### config.mk
export PLATFORM = sky130hd
export DESIGN_NAME = dram_seq_ctrl
export DESIGN_NICKNAME = d
export VERILOG_FILES = /design/src/rtl/dram_seq_pkg.sv /design/src/rtl/dram_refresh_timer.sv /design/src/rtl/dram_refresh_row.sv /design/src/rtl/dram_access_fsm.sv /design/src/rtl/dram_seq_ctrl.sv
export SDC_FILE = /design/constraint.sdc
export NUM_CORES = 1
export LEC_CHECK = 0
export BUFFER_PORTS_ARGS = -buffer_cell sky130_fd_sc_hd__buf_2
export CORE_AREA = 2 2 67 82
export CTS_CLUSTER_SIZE = 28
export DETAILED_ROUTE_END_ITERATION = 8
export DIE_AREA = 0 0 69 84
export PLACE_DENSITY_LB_ADDON = 0.25
export SLEW_MARGIN = 20
export SYNTH_ARGS = -nofsm -noshare
export SYNTH_HDL_FRONTEND = slang
export SYNTH_SLANG_ARGS = --single-unit
### constraint.sdc
create_clock -name clk -period 5.2 [get_ports clk]
set_clock_uncertainty 0.15 [all_clocks]
set_input_delay 0.52 -clock clk [delete_from_list [all_inputs] [get_ports clk]]
set_output_delay 0.52 -clock clk [all_outputs]
set_load 0.05 [all_outputs]
### src/rtl/dram_seq_pkg.sv
package dram_seq_pkg;

  typedef enum logic [2:0] {
    ST_IDLE  = 3'd0,
    ST_ROW   = 3'd1,
    ST_COL   = 3'd2,
    ST_DATA  = 3'd3,
    ST_PRE   = 3'd4,
    ST_RROW  = 3'd5,
    ST_RHOLD = 3'd6,
    ST_RPRE  = 3'd7
  } seq_state_t;

  // Row strobe is low while a row is open: during an access or a refresh.
  function automatic logic row_open(input seq_state_t s);
    return (s == ST_ROW) || (s == ST_COL) || (s == ST_DATA) ||
           (s == ST_RROW) || (s == ST_RHOLD);
  endfunction

  // Column strobe is low during the two column phases of an access.
  function automatic logic col_open(input seq_state_t s);
    return (s == ST_COL) || (s == ST_DATA);
  endfunction

  function automatic logic in_refresh(input seq_state_t s);
    return (s == ST_RROW) || (s == ST_RHOLD) || (s == ST_RPRE);
  endfunction

endpackage

### src/rtl/dram_refresh_timer.sv
module dram_refresh_timer #(
  parameter int INTERVAL = 64
) (
  input  logic clk,
  input  logic rst_n,
  input  logic refresh_done,
  output logic refresh_pending
);
  localparam int CW = (INTERVAL > 1) ? $clog2(INTERVAL) : 1;

  logic [CW-1:0] cnt;
  logic          tick;

  assign tick = (cnt == CW'(INTERVAL - 1));

  always_ff @(posedge clk or negedge rst_n) begin
    if (!rst_n) begin
      cnt             <= '0;
      refresh_pending <= 1'b0;
    end else begin
      cnt <= tick ? '0 : cnt + 1'b1;
      // A new interval ending wins over completion, so no tick is lost.
      if (tick)              refresh_pending <= 1'b1;
      else if (refresh_done) refresh_pending <= 1'b0;
    end
  end
endmodule

### src/rtl/dram_refresh_row.sv
module dram_refresh_row #(
  parameter int ROW_BITS = 11
) (
  input  logic                clk,
  input  logic                rst_n,
  input  logic                step,
  output logic [ROW_BITS-1:0] row
);
  // The row count is a power of two, so the counter wraps to 0 by itself.
  always_ff @(posedge clk or negedge rst_n) begin
    if (!rst_n)    row <= '0;
    else if (step) row <= row + 1'b1;
  end
endmodule

### src/rtl/dram_access_fsm.sv
module dram_access_fsm
  import dram_seq_pkg::*;
#(
  parameter int ROW_BITS  = 11,
  parameter int COL_BITS  = 11,
  parameter int DATA_BITS = 4,
  localparam int ADDR_BITS = ROW_BITS + COL_BITS,
  localparam int PIN_BITS  = (ROW_BITS > COL_BITS) ? ROW_BITS : COL_BITS
) (
  input  logic                 clk,
  input  logic                 rst_n,
  input  logic                 req_valid,
  input  logic                 req_write,
  input  logic [ADDR_BITS-1:0] req_addr,
  input  logic [DATA_BITS-1:0] req_wdata,
  input  logic                 refresh_pending,
  input  logic [ROW_BITS-1:0]  refresh_row,
  output logic                 req_ready,
  output logic                 rd_valid,
  output logic [DATA_BITS-1:0] rd_data,
  output logic [PIN_BITS-1:0]  dram_addr,
  output logic                 dram_ras_n,
  output logic                 dram_cas_n,
  output logic                 dram_we_n,
  output logic                 dram_oe_n,
  output logic [DATA_BITS-1:0] dram_dq_out,
  output logic                 dram_dq_oe,
  input  logic [DATA_BITS-1:0] dram_dq_in,
  output logic                 refresh_busy,
  output logic                 refresh_step
);

  function automatic logic [ROW_BITS-1:0] row_part(input logic [ADDR_BITS-1:0] a);
    return a[ADDR_BITS-1:COL_BITS];
  endfunction

  function automatic logic [COL_BITS-1:0] col_part(input logic [ADDR_BITS-1:0] a);
    return a[COL_BITS-1:0];
  endfunction

  seq_state_t           state, nxt;
  logic [ROW_BITS-1:0]  lat_row;
  logic [COL_BITS-1:0]  lat_col;
  logic                 lat_wr;
  logic [DATA_BITS-1:0] lat_wdata;
  logic                 accept;
  logic                 col_phase;

  assign req_ready = (state == ST_IDLE) && !refresh_pending;
  assign accept    = req_ready && req_valid;
  assign col_phase = col_open(state);

  always_comb begin
    nxt = state;
    case (state)
      ST_IDLE: begin
        if (refresh_pending) nxt = ST_RROW;
        else if (req_valid)  nxt = ST_ROW;
      end
      ST_ROW:   nxt = ST_COL;
      ST_COL:   nxt = ST_DATA;
      ST_DATA:  nxt = ST_PRE;
      ST_PRE:   nxt = ST_IDLE;
      ST_RROW:  nxt = ST_RHOLD;
      ST_RHOLD: nxt = ST_RPRE;
      ST_RPRE:  nxt = ST_IDLE;
      default:  nxt = ST_IDLE;
    endcase
  end

  always_ff @(posedge clk or negedge rst_n) begin
    if (!rst_n) begin
      state     <= ST_IDLE;
      lat_row   <= '0;
      lat_col   <= '0;
      lat_wr    <= 1'b0;
      lat_wdata <= '0;
      rd_valid  <= 1'b0;
      rd_data   <= '0;
    end else begin
      state <= nxt;
      if (accept) begin
        lat_row   <= row_part(req_addr);
        lat_col   <= col_part(req_addr);
        lat_wr    <= req_write;
        lat_wdata <= req_wdata;
      end
      // Sample the array at the end of the second column cycle.
      rd_valid <= (state == ST_DATA) && !lat_wr;
      if ((state == ST_DATA) && !lat_wr) rd_data <= dram_dq_in;
    end
  end

  always_comb begin
    dram_ras_n  = !row_open(state);
    dram_cas_n  = !col_phase;
    dram_we_n   = !(col_phase && lat_wr);
    dram_oe_n   = !(col_phase && !lat_wr);
    dram_dq_oe  = col_phase && lat_wr;
    dram_dq_out = lat_wdata;
    case (state)
      ST_ROW:            dram_addr = PIN_BITS'(lat_row);
      ST_COL, ST_DATA:   dram_addr = PIN_BITS'(lat_col);
      ST_RROW, ST_RHOLD: dram_addr = PIN_BITS'(refresh_row);
      default:           dram_addr = '0;
    endcase
  end

  assign refresh_busy = in_refresh(state);
  assign refresh_step = (state == ST_RPRE);

endmodule

### src/rtl/dram_seq_ctrl.sv
module dram_seq_ctrl #(
  parameter int ROW_BITS         = 11,
  parameter int COL_BITS         = 11,
  parameter int DATA_BITS        = 4,
  parameter int REFRESH_INTERVAL = 64,
  localparam int ADDR_BITS = ROW_BITS + COL_BITS,
  localparam int PIN_BITS  = (ROW_BITS > COL_BITS) ? ROW_BITS : COL_BITS
) (
  input  logic                 clk,
  input  logic                 rst_n,
  input  logic                 req_valid,
  input  logic                 req_write,
  input  logic [ADDR_BITS-1:0] req_addr,
  input  logic [DATA_BITS-1:0] req_wdata,
  output logic                 req_ready,
  output logic                 rd_valid,
  output logic [DATA_BITS-1:0] rd_data,
  output logic [PIN_BITS-1:0]  dram_addr,
  output logic                 dram_ras_n,
  output logic                 dram_cas_n,
  output logic                 dram_we_n,
  output logic                 dram_oe_n,
  output logic [DATA_BITS-1:0] dram_dq_out,
  output logic                 dram_dq_oe,
  input  logic [DATA_BITS-1:0] dram_dq_in
);

  // Internal events, named for the bound checker.
  logic                refresh_pending;
  logic                refresh_busy;
  logic                refresh_step;
  logic [ROW_BITS-1:0] refresh_row;

  dram_refresh_timer #(.INTERVAL(REFRESH_INTERVAL)) u_timer (
    .clk             (clk),
    .rst_n           (rst_n),
    .refresh_done    (refresh_step),
    .refresh_pending (refresh_pending)
  );

  dram_refresh_row #(.ROW_BITS(ROW_BITS)) u_rowctr (
    .clk   (clk),
    .rst_n (rst_n),
    .step  (refresh_step),
    .row   (refresh_row)
  );

  dram_access_fsm #(
    .ROW_BITS  (ROW_BITS),
    .COL_BITS  (COL_BITS),
    .DATA_BITS (DATA_BITS)
  ) u_fsm (
    .clk             (clk),
    .rst_n           (rst_n),
    .req_valid       (req_valid),
    .req_write       (req_write),
    .req_addr        (req_addr),
    .req_wdata       (req_wdata),
    .refresh_pending (refresh_pending),
    .refresh_row     (refresh_row),
    .req_ready       (req_ready),
    .rd_valid        (rd_valid),
    .rd_data         (rd_data),
    .dram_addr       (dram_addr),
    .dram_ras_n      (dram_ras_n),
    .dram_cas_n      (dram_cas_n),
    .dram_we_n       (dram_we_n),
    .dram_oe_n       (dram_oe_n),
    .dram_dq_out     (dram_dq_out),
    .dram_dq_oe      (dram_dq_oe),
    .dram_dq_in      (dram_dq_in),
    .refresh_busy    (refresh_busy),
    .refresh_step    (refresh_step)
  );

endmodule

==> impl_metrics.py <==
metrics = {
    "placement": {
        "dp_hpwl_um": 3310,
        "place_ws_ps": 2569,
        "finalWeightedCongestion": 0.7508,
        "io_buffers": 59,
        "placed_area_mm2": 0.002740,
    },
    "routing": {
        "drc": 0,
        "drtIter0Drc": 192,
        "dr.pass1.iters": 4,
        "finalWirelength_um": 4682,
        "antenna_left": 0,
        "viasPerCell": 5.299,
        "routedWlPerCell_um": 15.55,
        "vias": 1595,
    },
    "floorplan": {
        "start_util_pct": 47.73,
        "dieHeight_um": 84,
        "rows": 29,
        "core_area_mm2": 0.005080,
        "die_x_um": 69,
        "dieArea_mm2": 0.005796,
        "io_pins": 60,
    },
    "sta": {
        "fin_crit_sh_pct": 57.70,
        "period_minus_slack_ps": 3000,
        "whs_ps": 178.9,
        "grt_setup_unrepaired": "false",
        "finalSetupTns_ps": 0,
        "max_freq_mhz": 333.3,
        "slew_violations": 0,
        "worstMarginPinSlew_ps": 743.4,
        "max_slew_margin_pct": 50.34,
        "finalSetupViolCount": 0,
        "finalHoldViolations": 0,
        "setup_ws_ps": 2200,
    },
    "clock_tree": {
        "cts.sinks": 53,
        "ctsResizeCount": 0,
        "clk_path_buf_depth": 2,
        "root_buffer": "clkbuf_8",
        "h-tree-depth": 2,
        "cts_hold_buffers": 0,
        "cts_setup_buffers": 0,
        "numCtsBuffers": 5,
        "path_clk_slew_ps": 90,
        "clk_latency_ps": 300,
        "cts_tree": "done",
    },
    "critical_path": {
        "critical_path.max_fanout": 19,
        "arrival_ps": 2330,
        "worst_setup_path_end_kind": "output pin",
        "crit_type": "reg2out",
        "worstPathRequired_ps": 4530,
        "start_kind": "flop",
    },
    "pwr": {
        "power.density_mw_per_mm2": 685.7,
        "leakage_nw": 1.401,
        "ir_drop_uv": 277.7,
    },
    "cells_and_area": {
        "design_area_mm2": 0.002824,
        "fin_nets": 274,
        "drive_above_1_share_pct": 42.26,
        "finish.utilization_pct": 55.59,
        "antennaDiodeCount": 0,
        "syn_to_final_growth_pct": 16.46,
    },
    "global_routing": {
        "grt_pass1_wl_um": 8059,
        "grt_pass1_vias": 1604,
        "grt_max_degree": 54,
        "track_usage_pct": 17.50,
        "grt_use_met1_pct": 25.30,
        "grt_use_met2_pct": 25.44,
        "grt_util_met3_pct": 4.348,
        "gr-total-overflow": 0,
        "grt_antenna_before_repair": 0,
        "busiest_layer": "met2",
    },
    "synthesis": {
        "yosys_register_bits": 53,
        "synth-edff-count": 0,
        "seq_area_frac_synth_pct": 54.70,
        "synth.avg_cell_area_um2": 13.40,
        "synth_area_leader_cell": "dfrtp_1",
        "synthArstFlopShare_pct": 100.0,
        "synth_cell_types": 32,
        "syn_nets": 217,
        "synth_top_area_share_pct": 54.70,
        "synthTopCellsByArea": "dfrtp_1 55%, mux2_4 12%, mux2_2 5.6%",
        "synthCells": 181,
        "netlist_area_mm2": 0.002425,
        "synth_warnings": 0,
        "synth_top_flop_cell": "dfrtp_1",
    },
    "run_status": {
        "status": "finished, final reports clean",
    },
    "job": {
        "drv_cap": 0,
    },
    "worst_hold_path": {
        "hold_path.class": "in2async",
    },
}
## where the power goes
part | internal, mW | switching (mW) | total (mW)
clock network | 0.0955 | 0.125 | 0.221
registers | 0.565 | 0.153 | 0.718
logic | 0.362 | 0.635 | 0.998
total | 1.02 | 0.913 | 1.94
## cell usage in the layout, fill, tap and decap left out, drive strengths merged, types with 4 or more instances in the layout
master,synthesis,final
nand3,7,7
buf,6,60
clkbuf,4,7
dfrtp,53,53
nor2,6,6
a22oi,11,11
mux2,32,32
o2bb2ai,11,11
inv,4,4
xor2,9,9
nor4,4,4
xnor2,5,5
nand2,8,8
## metrics by stage
step / total power [mW] / instances
floorplan: 1.526 / 181
global placement: 1.716 / 293
detailed placement: 1.727 / 293
CTS: 1.956 / 301
global route: 2.049 / 301
finish: 1.937 / 301
## layer usage
metal	up-vias	routed length, µm
met2	39	2223
met4	0	86
met1	781	2182
met5	-	0
met3	7	190
li1	768	-
## area by class of cell
cell class | count | area (µm²)
fillers | 460 | 2256
repair buffers | 60 | 302.8
clock inverters | 1 | 7.507
inverters | 4 | 15.01
clock buffers | 7 | 76.32
flip-flops and latches | 53 | 1326
well taps | 62 | 77.57
multi-input cells | 114 | 1018
## registers in the layout (all words and copies together), names as in the netlist
signal	count
u_fsm.lat_wr	1
u_fsm.lat_row	11
u_rowctr.row	11
u_fsm.lat_col	11
u_fsm.rd_data	4
u_fsm.state	3
u_timer.cnt	6
u_fsm.rd_valid	1
u_timer.refresh_pending	1
u_fsm.dram_dq_out	4
## synthesized netlist by cell type (2+ instances only)
master and count:
mux2_2 12, xor2_1 9, nor4_1 3, mux2_4 20, nand4_1 3, a22oi_1 11
nor3_1 3, buf_2 3, nand3_1 7, xnor2_1 5, clkbuf_1 3, o2bb2ai_1 11
ha_1 2, nor2_1 6, inv_1 4, dfrtp_1 53, buf_6 3, nor2b_1 2
nand2_1 7, a21oi_1 2
## path summary, 6_finish.rpt
path | from | endpoint | slack (ps) | cells past startpoint
setup / recovery | u_fsm.state[1] | dram_addr[1] | 2200 | 4
hold reg to reg | u_timer.cnt[5] | u_timer.cnt[5] | 330 | 1
hold / removal | rst_n | u_fsm.dram_dq_out[0] | 180 | 2
min in group clk | req_addr[4] | u_fsm.lat_col[4] | 300 | 2
max in group asynchronous | rst_n | u_fsm.lat_col[0] | 4290 | 2
setup reg to reg | u_fsm.state[1] | u_fsm.rd_data[3] | 3080 | 3
## critical path, cell delays in order, from the launching register on
cell       delay (ps)
dfrtp_1           780
xor2_1            310
and2_1            450
o2bb2ai_1         190
buf_2             300
## kinds of logic after synthesis
family	count (synthesis)	synth area share (%)
xor+xnor	14	5.057
mux	32	17.96
fa+ha+maj	2	1.032
flops	53	54.70
buf+inv	14	3.302
simple gates	37	8.618
compound gates	29	9.340
(Power assumes the default switching activity.)
